$ cat config.mk
export PLATFORM = sky130hd
export DESIGN_NAME = pgdram_ctrl
export DESIGN_NICKNAME = d
export VERILOG_FILES = /design/src/rtl/pgdram_pkg.sv /design/src/rtl/pgdram_delay.sv /design/src/rtl/pgdram_rowtrack.sv /design/src/rtl/pgdram_seq.sv /design/src/rtl/pgdram_ctrl.sv
export SDC_FILE = /design/constraint.sdc
export NUM_CORES = 1
export LEC_CHECK = 0
export CORE_ASPECT_RATIO = 1.1
export CORE_MARGIN = 2
export CORE_UTILIZATION = 55
export DETAILED_ROUTE_END_ITERATION = 16
export DONT_BUFFER_PORTS = 1
export PLACE_DENSITY_LB_ADDON = 0.12
export SLEW_MARGIN = 10
export SYNTH_ARGS = -nofsm -noshare
export SYNTH_HDL_FRONTEND = slang
export SYNTH_SLANG_ARGS = --single-unit
$ cat constraint.sdc
create_clock -name clk -period 4.8 [get_ports clk]
set_clock_uncertainty 0.2 [all_clocks]
set_input_delay 0.48 -clock clk [delete_from_list [all_inputs] [get_ports clk]]
set_output_delay 0.48 -clock clk [all_outputs]
set_load 0.01 [all_outputs]
$ cat src/rtl/pgdram_pkg.sv
package pgdram_pkg;

   typedef enum logic [2:0] {
      ST_IDLE = 3'd0,
      ST_PRE  = 3'd1,
      ST_ACT  = 3'd2,
      ST_COL  = 3'd3,
      ST_CPH  = 3'd4
   } pg_state_e;

   function automatic int max4(input int a, input int b, input int c, input int d);
      int m;
      m = a;
      if (b > m) m = b;
      if (c > m) m = c;
      if (d > m) m = d;
      return m;
   endfunction

endpackage

$ cat src/rtl/pgdram_delay.sv
module pgdram_delay #(
   parameter int W = 3
) (
   input  logic         clk,
   input  logic         rst_n,
   input  logic         load,
   input  logic [W-1:0] load_val,
   output logic         zero
);
   logic [W-1:0] cnt_q;

   always_ff @(posedge clk) begin
      if (!rst_n)               cnt_q <= '0;
      else if (load)            cnt_q <= load_val;
      else if (cnt_q != '0)     cnt_q <= cnt_q - 1'b1;
   end

   assign zero = (cnt_q == '0);


   cnt_step_chk: assert property (@(posedge clk) disable iff (!rst_n)
      (!zero && !load) |=> (cnt_q == $past(cnt_q) - 1'b1));

endmodule

$ cat src/rtl/pgdram_rowtrack.sv
module pgdram_rowtrack #(
   parameter int ROW_W     = 8,
   parameter int T_RAS_MAX = 40,
   parameter int CLOSE_AT  = 35
) (
   input  logic             clk,
   input  logic             rst_n,
   input  logic [ROW_W-1:0] probe_row,
   input  logic             set_row,
   input  logic [ROW_W-1:0] set_val,
   input  logic             drop_row,
   output logic             row_open,
   output logic             hit,
   output logic             close_due
);
   localparam int RUN_W = $clog2(T_RAS_MAX + 1);

   logic [ROW_W-1:0] open_row_q;
   logic             open_q;
   logic [RUN_W-1:0] run_q;

   always_ff @(posedge clk) begin
      if (!rst_n) begin
         open_q     <= 1'b0;
         open_row_q <= '0;
      end else if (set_row) begin
         open_q     <= 1'b1;
         open_row_q <= set_val;
      end else if (drop_row) begin
         open_q     <= 1'b0;
      end
   end

   always_ff @(posedge clk) begin
      if (!rst_n)                       run_q <= '0;
      else if (!open_q)                 run_q <= '0;
      else if (run_q != {RUN_W{1'b1}})  run_q <= run_q + 1'b1;
   end

   assign row_open  = open_q;
   assign hit       = open_q && (probe_row == open_row_q);
   assign close_due = open_q && (run_q >= RUN_W'(CLOSE_AT));


   ras_limit_chk: assert property (@(posedge clk) disable iff (!rst_n)
      open_q |-> (run_q < RUN_W'(T_RAS_MAX)));


   set_drop_excl_chk: assert property (@(posedge clk) disable iff (!rst_n)
      !(set_row && drop_row));

endmodule

$ cat src/rtl/pgdram_seq.sv
module pgdram_seq
   import pgdram_pkg::*;
#(
   parameter int T_RP  = 2,
   parameter int T_RCD = 2,
   parameter int T_CAC = 2,
   parameter int T_CP  = 1
) (
   input  logic      clk,
   input  logic      rst_n,
   input  logic      req_valid,
   input  logic      hit,
   input  logic      row_open,
   input  logic      close_due,
   input  logic      wr_q,
   output pg_state_e state,
   output logic      req_ready,
   output logic      accept,
   output logic      set_row,
   output logic      drop_row,
   output logic      cap
);
   localparam int TMAX = max4(T_RP, T_RCD, T_CAC, T_CP);
   localparam int CW   = $clog2(TMAX + 1);

   pg_state_e      state_q, state_d;
   logic           ld;
   logic [CW-1:0]  ld_val;
   logic           zero;

   pgdram_delay #(.W(CW)) u_dly (
      .clk      (clk),
      .rst_n    (rst_n),
      .load     (ld),
      .load_val (ld_val),
      .zero     (zero)
   );

   assign req_ready = (state_q == ST_IDLE) && !(row_open && close_due);
   assign accept    = req_valid && req_ready;

   always_comb begin
      state_d  = state_q;
      ld       = 1'b0;
      ld_val   = '0;
      set_row  = 1'b0;
      drop_row = 1'b0;
      cap      = 1'b0;
      case (state_q)
         ST_IDLE: begin
            if (row_open && close_due) begin
               drop_row = 1'b1;
            end else if (req_valid) begin
               ld = 1'b1;
               if (hit) begin
                  state_d = ST_COL;
                  ld_val  = CW'(T_CAC - 1);
               end else begin
                  state_d  = ST_PRE;
                  ld_val   = CW'(T_RP - 1);
                  drop_row = 1'b1;
               end
            end
         end
         ST_PRE: if (zero) begin
            state_d = ST_ACT;
            ld      = 1'b1;
            ld_val  = CW'(T_RCD - 1);
            set_row = 1'b1;
         end
         ST_ACT: if (zero) begin
            state_d = ST_COL;
            ld      = 1'b1;
            ld_val  = CW'(T_CAC - 1);
         end
         ST_COL: if (zero) begin
            state_d = ST_CPH;
            ld      = 1'b1;
            ld_val  = CW'(T_CP - 1);
            cap     = !wr_q;
         end
         ST_CPH: if (zero) state_d = ST_IDLE;
         default: state_d = ST_IDLE;
      endcase
   end

   always_ff @(posedge clk) begin
      if (!rst_n) state_q <= ST_IDLE;
      else        state_q <= state_d;
   end

   assign state = state_q;


   hit_col_chk: assert property (@(posedge clk) disable iff (!rst_n)
      (accept && hit) |=> (state_q == ST_COL));


   miss_pre_chk: assert property (@(posedge clk) disable iff (!rst_n)
      (accept && !hit) |=> (state_q == ST_PRE));


   busy_hold_chk: assert property (@(posedge clk) disable iff (!rst_n)
      (state_q != ST_IDLE) |-> !req_ready);

endmodule

$ cat src/rtl/pgdram_ctrl.sv
module pgdram_ctrl
   import pgdram_pkg::*;
#(
   parameter int ROW_W     = 8,
   parameter int COL_W     = 8,
   parameter int DATA_W    = 16,
   parameter int T_RP      = 2,
   parameter int T_RCD     = 2,
   parameter int T_CAC     = 2,
   parameter int T_CP      = 1,
   parameter int T_RAS_MAX = 40,
   localparam int ADDR_W   = (ROW_W > COL_W) ? ROW_W : COL_W
) (
   input  logic              clk,
   input  logic              rst_n,
   input  logic              req_valid,
   output logic              req_ready,
   input  logic              req_wr,
   input  logic [ROW_W-1:0]  req_row,
   input  logic [COL_W-1:0]  req_col,
   input  logic [DATA_W-1:0] req_wdata,
   output logic              rd_valid,
   output logic [DATA_W-1:0] rd_data,
   output logic              dram_ras_n,
   output logic              dram_cas_n,
   output logic              dram_we_n,
   output logic [ADDR_W-1:0] dram_addr,
   output logic [DATA_W-1:0] dram_dq_out,
   output logic              dram_dq_oe,
   input  logic [DATA_W-1:0] dram_dq_in
);
   localparam int CLOSE_AT = T_RAS_MAX - T_CAC - T_CP - 2;

   if (T_RP < 1 || T_RCD < 1 || T_CAC < 1 || T_CP < 1) begin : g_bad_delay
      $error("pgdram_ctrl: every delay parameter must be at least one cycle");
   end
   if (CLOSE_AT <= T_RCD + T_CAC + T_CP) begin : g_bad_rasmax
      $error("pgdram_ctrl: T_RAS_MAX too small for one activation and access");
   end
   if (ROW_W < 1 || COL_W < 1 || DATA_W < 1) begin : g_bad_width
      $error("pgdram_ctrl: widths must be positive");
   end

   pg_state_e         state;
   logic              accept, set_row, drop_row, cap;
   logic              row_open, hit, close_due;
   logic              wr_q;
   logic [ROW_W-1:0]  row_q;
   logic [COL_W-1:0]  col_q;
   logic [DATA_W-1:0] wdata_q;
   logic [ADDR_W-1:0] row_bus, col_bus;

   pgdram_rowtrack #(
      .ROW_W     (ROW_W),
      .T_RAS_MAX (T_RAS_MAX),
      .CLOSE_AT  (CLOSE_AT)
   ) u_row (
      .clk       (clk),
      .rst_n     (rst_n),
      .probe_row (req_row),
      .set_row   (set_row),
      .set_val   (row_q),
      .drop_row  (drop_row),
      .row_open  (row_open),
      .hit       (hit),
      .close_due (close_due)
   );

   pgdram_seq #(
      .T_RP  (T_RP),
      .T_RCD (T_RCD),
      .T_CAC (T_CAC),
      .T_CP  (T_CP)
   ) u_seq (
      .clk       (clk),
      .rst_n     (rst_n),
      .req_valid (req_valid),
      .hit       (hit),
      .row_open  (row_open),
      .close_due (close_due),
      .wr_q      (wr_q),
      .state     (state),
      .req_ready (req_ready),
      .accept    (accept),
      .set_row   (set_row),
      .drop_row  (drop_row),
      .cap       (cap)
   );

   always_ff @(posedge clk) begin
      if (!rst_n) begin
         wr_q    <= 1'b0;
         row_q   <= '0;
         col_q   <= '0;
         wdata_q <= '0;
      end else if (accept) begin
         wr_q    <= req_wr;
         row_q   <= req_row;
         col_q   <= req_col;
         wdata_q <= req_wdata;
      end
   end

   if (ROW_W < ADDR_W) begin : g_row_pad
      assign row_bus = {{(ADDR_W - ROW_W){1'b0}}, row_q};
   end else begin : g_row_full
      assign row_bus = row_q;
   end
   if (COL_W < ADDR_W) begin : g_col_pad
      assign col_bus = {{(ADDR_W - COL_W){1'b0}}, col_q};
   end else begin : g_col_full
      assign col_bus = col_q;
   end

   assign dram_ras_n  = !row_open;
   assign dram_cas_n  = (state != ST_COL);
   assign dram_addr   = (state == ST_COL) ? col_bus : row_bus;
   assign dram_we_n   = !((state == ST_COL) && wr_q);
   assign dram_dq_oe  = (state == ST_COL) && wr_q;
   assign dram_dq_out = wdata_q;

   always_ff @(posedge clk) begin
      if (!rst_n) begin
         rd_valid <= 1'b0;
         rd_data  <= '0;
      end else begin
         rd_valid <= cap;
         if (cap) rd_data <= dram_dq_in;
      end
   end


   cas_in_row_chk: assert property (@(posedge clk) disable iff (!rst_n)
      !dram_cas_n |-> !dram_ras_n);


   col_addr_stable_chk: assert property (@(posedge clk) disable iff (!rst_n)
      (!dram_cas_n && $past(!dram_cas_n)) |-> $stable(dram_addr));


   drive_window_chk: assert property (@(posedge clk) disable iff (!rst_n)
      dram_dq_oe |-> (!dram_cas_n && !dram_we_n));


   rd_after_col_chk: assert property (@(posedge clk) disable iff (!rst_n)
      rd_valid |-> ($past(state) == ST_COL));


   pre_ras_high_chk: assert property (@(posedge clk) disable iff (!rst_n)
      (state == ST_PRE) |-> dram_ras_n);


   idle_open_chk: assert property (@(posedge clk) disable iff (!rst_n)
      ((state == ST_IDLE) && row_open) |-> (!dram_ras_n && dram_cas_n));

endmodule

==> impl_metrics.yaml, run 1 <==
floorplan:
  initial_core_util: 0.5686
  core-area_um2: 5360
  ios: 98
  die_y_um: 82.08
  die_w_um: 74.98
  die_area_um2: 6154
  rows: 28
power_and_ir_drop:
  total_leakage_power_uw: 0.001218
  p_per_area_nw_per_um2: 419.8
  irDropWorstVdd_mv: 0.2083
finish:
  area_delta_synth_final_pct: 6.486
  diodes: 0
  nFillCells: 509
  multiInputGateArea_um2: 1496
  instances_no_fill: 436
  layout.nets: 410
  drive_above_1_share: 0.06648
  regArea_um2: 1401
clock_network:
  clk_latency_ns: 0.34
  cts-resized-gates: 0
  ctsHoldBuffers: 0
  cts_tree: "yes"
  clock-root-buffer: "clkbuf_8"
  cts_setup_buffers: 0
  htree_levels: 3
  numCtsBuffers: 9
  cts_num_sinks: 70
  cts.path.max_buffers: 2
  clk_pin_slew_ns: 0.08
synthesis:
  synth_top_cell_by_area: "dfxtp_1"
  synth-edff-count: 0
  ys.flop_type: "dfxtp_1"
  synth_top_area_share: 0.4598
  synthArstFlopShare: 0
  ys_seq_area_frac: 0.4598
  synthCells: 366
  syn_area_um2: 3048
  syn_avg_cell_area_um2: 8.328
  ys_seq_elements: 70
  ys.warnings.count: 0
  synthTopCellsByArea: "dfxtp_1, nand2_1, a21boi_1, mux2i_1, xor2_1"
  synth.distinct_cells: 41
  synth_fp_nets: 420
detailed_routing:
  dr_total_vias: 2309
  wl_per_cell_um: 14.47
  via_per_inst: 5.296
  drc: 0
  drt_pre_antenna_iters: 4
  ant_nets: 0
  drt_iter0_drc: 109
  wl_um: 6311
critical_path:
  endpoint_kind: "output port"
  critPathLaunchType: "register"
  required_ns: 4.12
  cp_max_fo: 12
  crit_type: "register to output port"
  cp.arrival_ns: 1.83
global_route:
  grtUsageTotal: 0.2177
  grt_overflow: 0
  grt_start_max_net_pins: 65
  grt_pass1_wl_um: 9984
  grt_antenna_before_repair: 0
  grt_pass1_vias: 2169
flow_run:
  drv_cap: 0
timing:
  slew_headroom: 0.2884
  finalCriticalPeriod_ns: 2.512
  fmaxAchievable_mhz: 398.1
  setup_viol: 0
  slew_viol_final: 0
  finalWorstSetupSlack_ns: 2.288
  hold_viol: 0
  fin_crit_sh: 0.5233
  rsz0062_at_grt: "false"
  tightest_slew_ns: 1.067
  whs_ns: 0.06799
  tns_ns: 0
worst_hold_path:
  hp-class: "primary input to register"
place:
  dp.cells: 420
  preCtsSetupSlack_ns: 2.410
  dp_hpwl_um: 4310
  io_buffers: 0
  gp_congestion: 0.8230
status:
  status: "finished, final reports clean"
## cell type report
class,instances,area share
multi-input combinational,265,0.4611
inverter,8,0.009252
tap,75,0.02891
timing repair buffer,2,0.004626
sequential,70,0.4318
clock inverter,5,0.01773
clock buffer,11,0.04665
## per-layer routing
layer | vias up | wire length [µm] | GRT usage
li1 | 1186 | - | -
met3 | 7 | 536 | 0.1043
met5 | - | 0 | 0
met1 | 1050 | 2734 | 0.2589
met2 | 66 | 2967 | 0.3404
met4 | 0 | 72 | 0.07857
## cell families after synthesis
kind of cell	share of synthesized area
AO/OA/AOI/OAI	0.1687
XOR/XNOR	0.03161
adder cells (fa/ha/maj)	0.008209
buffers and inverters	0.05131
flip-flops	0.4598
multiplexers	0.03284
AND/OR/NAND/NOR	0.2475
## worst paths after layout
path,slack [ns],start,cells after the start,endpoint
worst min register to register,0.25,col_bus[3],2,col_bus[3]
worst max register to register,2.43,u_row.run_q[0],5,u_seq.u_dly.cnt_q[0]
worst min-delay path,0.07,req_wdata[13],2,dram_dq_out[13]
worst max-delay path,2.29,u_seq.state[1],4,dram_addr[5]
## cell usage in the layout (no fill, tap or decap), types with 2 or more instances in the layout
cell type,count
nand2_1,128
nor4_1,2
nor2_1,13
inv_1,7
a31oi_1,2
mux2i_1,10
a21boi_1,39
clkbuf_8,11
a21oi_1,2
clkinvlp_4,3
dfxtp_1,70
a21boi_0,11
nor3_1,4
buf_4,2
xor2_1,10
ha_1,2
nor2b_1,8
o211a_1,2
o21ai_0,4
nand3_1,6
a211oi_1,4
## sequential cells by signal, indices dropped and copies added, names as in the netlist
name / cells
dram_dq_out: 16
rd_data: 16
u_seq.u_dly.cnt_q: 2
u_row.open_row_q: 8
wr_q: 1
u_row.run_q: 6
rd_valid: 1
u_row.row_open: 1
col_bus: 8
row_bus: 8
u_seq.state: 3
## Yosys cell counts (all sizes together) (2+ instances only)
library cell / n
nand2: 128
dfxtp: 70
a21boi: 50
nor2: 13
clkbuf: 12
buf: 11
mux2i: 10
xor2: 10
inv: 8
nor2b: 8
nand3: 6
nor3: 6
a211oi: 4
o21ai: 4
nor4: 3
a21oi: 2
a31oi: 2
ha: 2
o211a: 2
## through the flow
step                      area [µm²]  power [µW]  utilization
after global placement          3037       886.3       0.5665
final                           3246        1362       0.6055
after detailed placement        3037       893.0       0.5665
after floorplan                 3048       863.9            -
after global routing            3246        1435       0.6055
after CTS                       3246        1376       0.6055
## where the power goes
part	total, µW	switching, µW	internal (µW)	leakage, µW
clock	486	219	267	0.0000976
combinational	204	127	76.4	0.000550
sequential	673	46.1	627	0.000570
total	1360	392	970	0.00122
## critical path, stage by stage, from the launching register on
cell and delay, ns:
dfxtp_1 0.52, and3b_1 0.50, inv_2 0.23, nand2_1 0.12
nand2_1 0.12
Note: power is estimated with default switching activity, not from simulation.
==> run 2: changes to the inputs <==
==> constraint.sdc (replaced) <==
create_clock -name clk -period 2 [get_ports clk]
set_clock_uncertainty 0.2 [all_clocks]
set_input_delay 0.2 -clock clk [delete_from_list [all_inputs] [get_ports clk]]
set_output_delay 0.2 -clock clk [all_outputs]
set_load 0.01 [all_outputs]
==> run 2 against run 1 <==
Sequential cell count did not move. Power rose to 2.6 times the previous value. Via count rose by 11%. Register-to-register slack got worse by 2.3 ns. Critical path depth rose by 1. Final cell count rose by 14%. Combinational power rose to 3.1 times the previous value. Sequential share of layout area fell by 6.8 points. Worst hold slack improved by 0.0055 ns. First-iteration DRC count rose by 45%. Sequential power rose by 140%. Non-clock buffer count rose by 59.
==> impl_metrics.yaml, run 2 (synthesized netlist as in run 1, its figures left out) <==
timing:
  fin_crit_sh: 0.9506
  whs_ns: 0.07348
  tightest_slew_ns: 0.3110
  slew_viol_final: 0
  finalCriticalPeriod_ns: 1.901
  fmaxAchievable_mhz: 526.0
  tns_ns: 0
  setup_viol: 0
  hold_viol: 0
  rsz0062_at_grt: "false"
  slew_headroom: 0.7911
critical_path:
  critPathLaunchType: "register"
  endpoint_kind: "output port"
  crit_type: "register to output port"
  ff2ff_path_depth: 6
  cp.arrival_ns: 1.50
  cp_max_fo: 9
  required_ns: 1.60
finish:
  regArea_um2: 1410
  layout.nets: 469
  layout_commonest_cell: "nand2_1"
  diodes: 0
  nFillCells: 437
  final_cell_mix: "nand2_1, dfxtp_1, dlygate4sd3_1"
  drive_above_1_share: 0.09286
  multiInputGateArea_um2: 1505
  area_delta_synth_final_pct: 27.18
floorplan:
  initial_core_util: 0.5686
  die_w_um: 74.98
  rows: 28
  core-area_um2: 5360
  ios: 98
  die_y_um: 82.08
  die_area_um2: 6154
power_and_ir_drop:
  irDropWorstVdd_mv: 0.5850
  total_leakage_power_uw: 0.001488
  p_per_area_nw_per_um2: 913.8
global_route:
  grt_pass1_wl_um: 12120
  grt_overflow: 0
  grt_pass1_vias: 2608
  gr-usage-met3: 0.07607
  grt_start_max_net_pins: 65
  grtUsageMet2: 0.4281
  grt_antenna_before_repair: 0
  grtUsageTotal: 0.2600
  met1_usage: 0.3066
  top_usage_layer: "met2"
detailed_routing:
  wl_um: 7401
  drt_pre_antenna_iters: 4
  wl_per_cell_um: 14.95
  dr_total_vias: 2568
  drt_iter0_drc: 158
  drc: 0
  ant_nets: 0
  via_per_inst: 5.188
worst_hold_path:
  min_path_cells: 4
  hp-class: "primary input to register"
clock_network:
  clk_latency_ns: 0.35
  cts_num_sinks: 70
  htree_levels: 3
  cts_tree: "yes"
  numCtsBuffers: 9
  clock-root-buffer: "clkbuf_8"
  clk_pin_slew_ns: 0.07
  cts.path.max_buffers: 2
place:
  dp_hpwl_um: 4298
  io_buffers: 0
  gp_congestion: 0.7520
status:
  status: "finished, final reports clean"
flow_run:
  drv_cap: 0
run 2: repair_timing:
item                                   CTS  global route
endpoints found under the hold margin   70             0
pin swaps                                0             1
buffers inserted                         0             1
resized for setup                        4             6
hold buffers                            52             0
setup endpoints to repair                8             9
cloned                                   0             0
run 2: routing by layer:
metal | part of all wire | up-vias
met4 | 0.021 | 0
li1 | - | 1299
met2 | 0.49 | 72
met5 | 0 | -
met1 | 0.42 | 1183
met3 | 0.067 | 14
run 2: area by class of cell:
type	count	area share
well taps	75	0.02421
multi-input cells	265	0.3883
clock inverters	6	0.02195
inverters	8	0.007747
repair buffers	61	0.1585
clock buffers	10	0.03551
flip-flops and latches	70	0.3638
run 2: final timing paths:
check,start,end,slack [ns]
min reg2reg,col_bus[1],col_bus[1],0.26
max reg2reg,u_row.run_q[0],u_seq.u_dly.cnt_q[0],0.13
min,req_row[6],u_seq.state[1],0.07
max,u_seq.state[2],dram_addr[6],0.1
run 2: critical path, stage by stage (launching register included):
cell     delay, ns
dfxtp_4       0.40
and3b_2       0.27
inv_2         0.09
buf_4         0.19
nand2_1       0.07
nand2_1       0.14
run 2: per-stage QoR:
| step | total power, µW | std cells | instance area [µm²] | setup slack (ns) | util |
|---|---|---|---|---|---|
| global placement | 2160 | 426 | 3094 | 0.2089 | 0.5773 |
| floorplan | 2073 | 366 | 3048 | 0.3325 | - |
| detailed placement | 2176 | 426 | 3094 | 0.1649 | 0.5773 |
| CTS | 3539 | 494 | 3852 | 0.03165 | 0.7187 |
| finish | 3542 | 495 | 3876 | 0.09885 | 0.7232 |
| global route | 3695 | 495 | 3876 | 0.006678 | 0.7232 |
run 2: where the power goes:
group | switching [µW] | internal, µW | leakage [µW] | total [µW]
Clock | 549 | 731 | 0.000108 | 1280
Sequential | 114 | 1510 | 0.000572 | 1620
Combinational | 358 | 284 | 0.000808 | 641
Total | 1020 | 2520 | 0.00149 | 3540
==> run 3: changes to the inputs <==
==> constraint.sdc (replaced) <==
create_clock -name clk -period 1.6 [get_ports clk]
set_clock_uncertainty 0.2 [all_clocks]
set_input_delay 0.16 -clock clk [delete_from_list [all_inputs] [get_ports clk]]
set_output_delay 0.16 -clock clk [all_outputs]
set_load 0.01 [all_outputs]
==> run 3 against run 2 <==
The run now ends with negative hold slack, negative setup slack left. Design area increased by 27%. Worst hold slack got worse by 0.32 ns. Utilization rose by 20 points. Sequential cell count stayed put. Critical path depth rose by 1.
==> impl_metrics.yaml, run 3 (synthesized netlist as in run 1, its figures left out) <==
detailed_routing:
  wl_um: 12950
  ant_nets: 0
  wl_per_cell_um: 23.89
  drt_pre_antenna_iters: 7
  drt_iter0_drc: 336
  dr_total_vias: 3313
  via_per_inst: 6.113
  drc: 0
power_and_ir_drop:
  power_frac_comb: 0.326
  p_per_area_nw_per_um2: 1068
  switching_share: 0.3342
  pwr-share-seq: 0.390
  irDropWorstVdd_mv: 0.9957
  total_leakage_power_uw: 0.002003
  clkPwrFrac: 0.284
  p_int_uw: 3504
  power.switching_uw: 1758
clock_network:
  clock-root-buffer: "clkbuf_8"
  numCtsBuffers: 9
  cts_num_sinks: 70
  cts.path.max_buffers: 2
  clk_pin_slew_ns: 0.09
  htree_levels: 3
  cts_tree: "yes"
  clk_latency_ns: 0.35
timing:
  tightest_slew_ns: 0.4399
  fin_crit_sh: 1.263
  setup_viol: 75
  slew_viol_final: 0
  fmaxAchievable_mhz: 494.8
  finalCriticalPeriod_ns: 2.021
  slew_headroom: 0.7055
  whs_ns: -0.2491
  finalWorstSetupSlack_ns: -0.4210
  hold_viol: 70
  rsz0062_at_grt: "true"
finish:
  area_delta_synth_final_pct: 61.66
  layout.nets: 516
  final_util: 0.9192
  layout_commonest_cell: "nand2_1"
  final_cell_mix: "nand2_1, dfxtp_1, dlygate4sd3_1"
  drive_above_1_share: 0.3726
  diodes: 0
  nFillCells: 182
  instances_no_fill: 542
critical_path:
  crit_path_max_incr_delay_ns: 0.44
  cp_max_fo: 6
  critPathMostFrequentCell: "buf_6"
  endpoint_kind: "register"
  crit_type: "register to register"
  critPathLaunchType: "register"
  crit_chain: "buf_6 -> buf_6 -> nor4b_4 -> buf_6 -> mux2i_1 -> nor2b_1"
  required_ns: 1.62
  cpMaxStageDelayCell: "nor4b_4"
  cp.arrival_ns: 2.05
global_route:
  grt_antenna_before_repair: 0
  grt_overflow: 0
  grt_pass1_wl_um: 14350
  grt_start_max_net_pins: 65
  grt_pass1_vias: 2963
  grtUsageTotal: 0.3187
place:
  dp_hpwl_um: 4766
  gp_congestion: 0.8366
  dp.cells: 449
  io_buffers: 0
floorplan:
  core-area_um2: 5360
  die_area_um2: 6154
  ios: 98
  initial_core_util: 0.5686
  rows: 28
  die_w_um: 74.98
  die_y_um: 82.08
worst_hold_path:
  hp-class: "primary input to register"
flow_run:
  drv_cap: 0
status:
  status: "finished with violations"
  violations: "negative hold slack, negative setup slack"
==> run 3: cell count changes in the layout (fill, tap and decap cells not counted), moves of 10 or more <==
cell / previous run / this run
buf_6: 1 / 21
nand2_2: 0 / 17
nand2_4: 0 / 33
a21boi_2: 0 / 20
a21boi_0: 11 / 1
a21boi_1: 39 / 29
buf_4: 7 / 25
nand2_1: 128 / 78
==> run 3: per-layer routing <==
layer	global-route usage	up-vias	share of wire
met4	0.1321	0	0.066
met3	0.1153	84	0.086
met2	0.5404	242	0.50
met5	0	-	0
met1	0.3586	1585	0.35
li1	-	1402	-
==> run 3: what timing repair did <==
action,in CTS,in global routing
cloned,7,2
setup endpoints to repair,72,78
hold buffers,48,1
endpoints found under the hold margin,70,70
resized for setup,95,90
pin swaps,40,48
buffers inserted,19,5
==> run 3: metrics by stage <==
stage / instance area (µm²) / total power, µW / hold WS [ns] / setup WS (ns) / TNS, ns
floorplan: 3078 / 2612 / 0.09483 / -0.004029 / -0.004029
global placement: 3298 / 2810 / 0.09351 / -0.04191 / -0.3290
detailed placement: 3298 / 2833 / 0.09352 / -0.1239 / -2.956
CTS: 4552 / 4781 / -0.2658 / -0.1626 / -6.459
global route: 4927 / 5371 / -0.2569 / -0.4201 / -18.82
finish: 4927 / 5262 / -0.2491 / -0.4210 / -16.52
==> run 3: worst paths after layout <==
check                                      endpoint  slack (ns)            from  cells after the start
worst max register to register  u_row.open_row_q[0]       -0.42  u_seq.state[2]                      6
worst max-delay path            u_row.open_row_q[0]       -0.42  u_seq.state[2]                      6
worst min-delay path            u_row.open_row_q[7]       -0.25           rst_n                      1
worst min register to register           col_bus[4]        0.29      col_bus[4]                      2
==> run 3: critical path, delay by kind of cell, from the launching register on <==
| family | cells | cell delay (ns) |
|---|---|---|
| buffers and inverters | 3 | 0.45 |
| DFF | 1 | 0.35 |
| muxes | 1 | 0.09 |
| and+or+nand+nor | 2 | 0.80 |
==> run 3: power by group through the flow <==
stage | combinational, µW | clock, µW | sequential [µW]
after global placement | 765 | 0 | 2040
after global routing | 1770 | 1540 | 2060
after floorplan | 602 | 0 | 2010
after CTS | 1340 | 1420 | 2020
after detailed placement | 785 | 0 | 2050
final | 1710 | 1490 | 2050
==> run 3: final cells by class <==
type,instances,area (µm²),share of cell area
multi-input combinational,265,1987,0.4033
sequential,70,1416,0.2875
timing repair buffer,108,1202,0.2440
clock buffer,13,148.9,0.03022
tap,75,93.84,0.01905
clock inverter,3,43.79,0.008888
inverter,8,35.03,0.007110
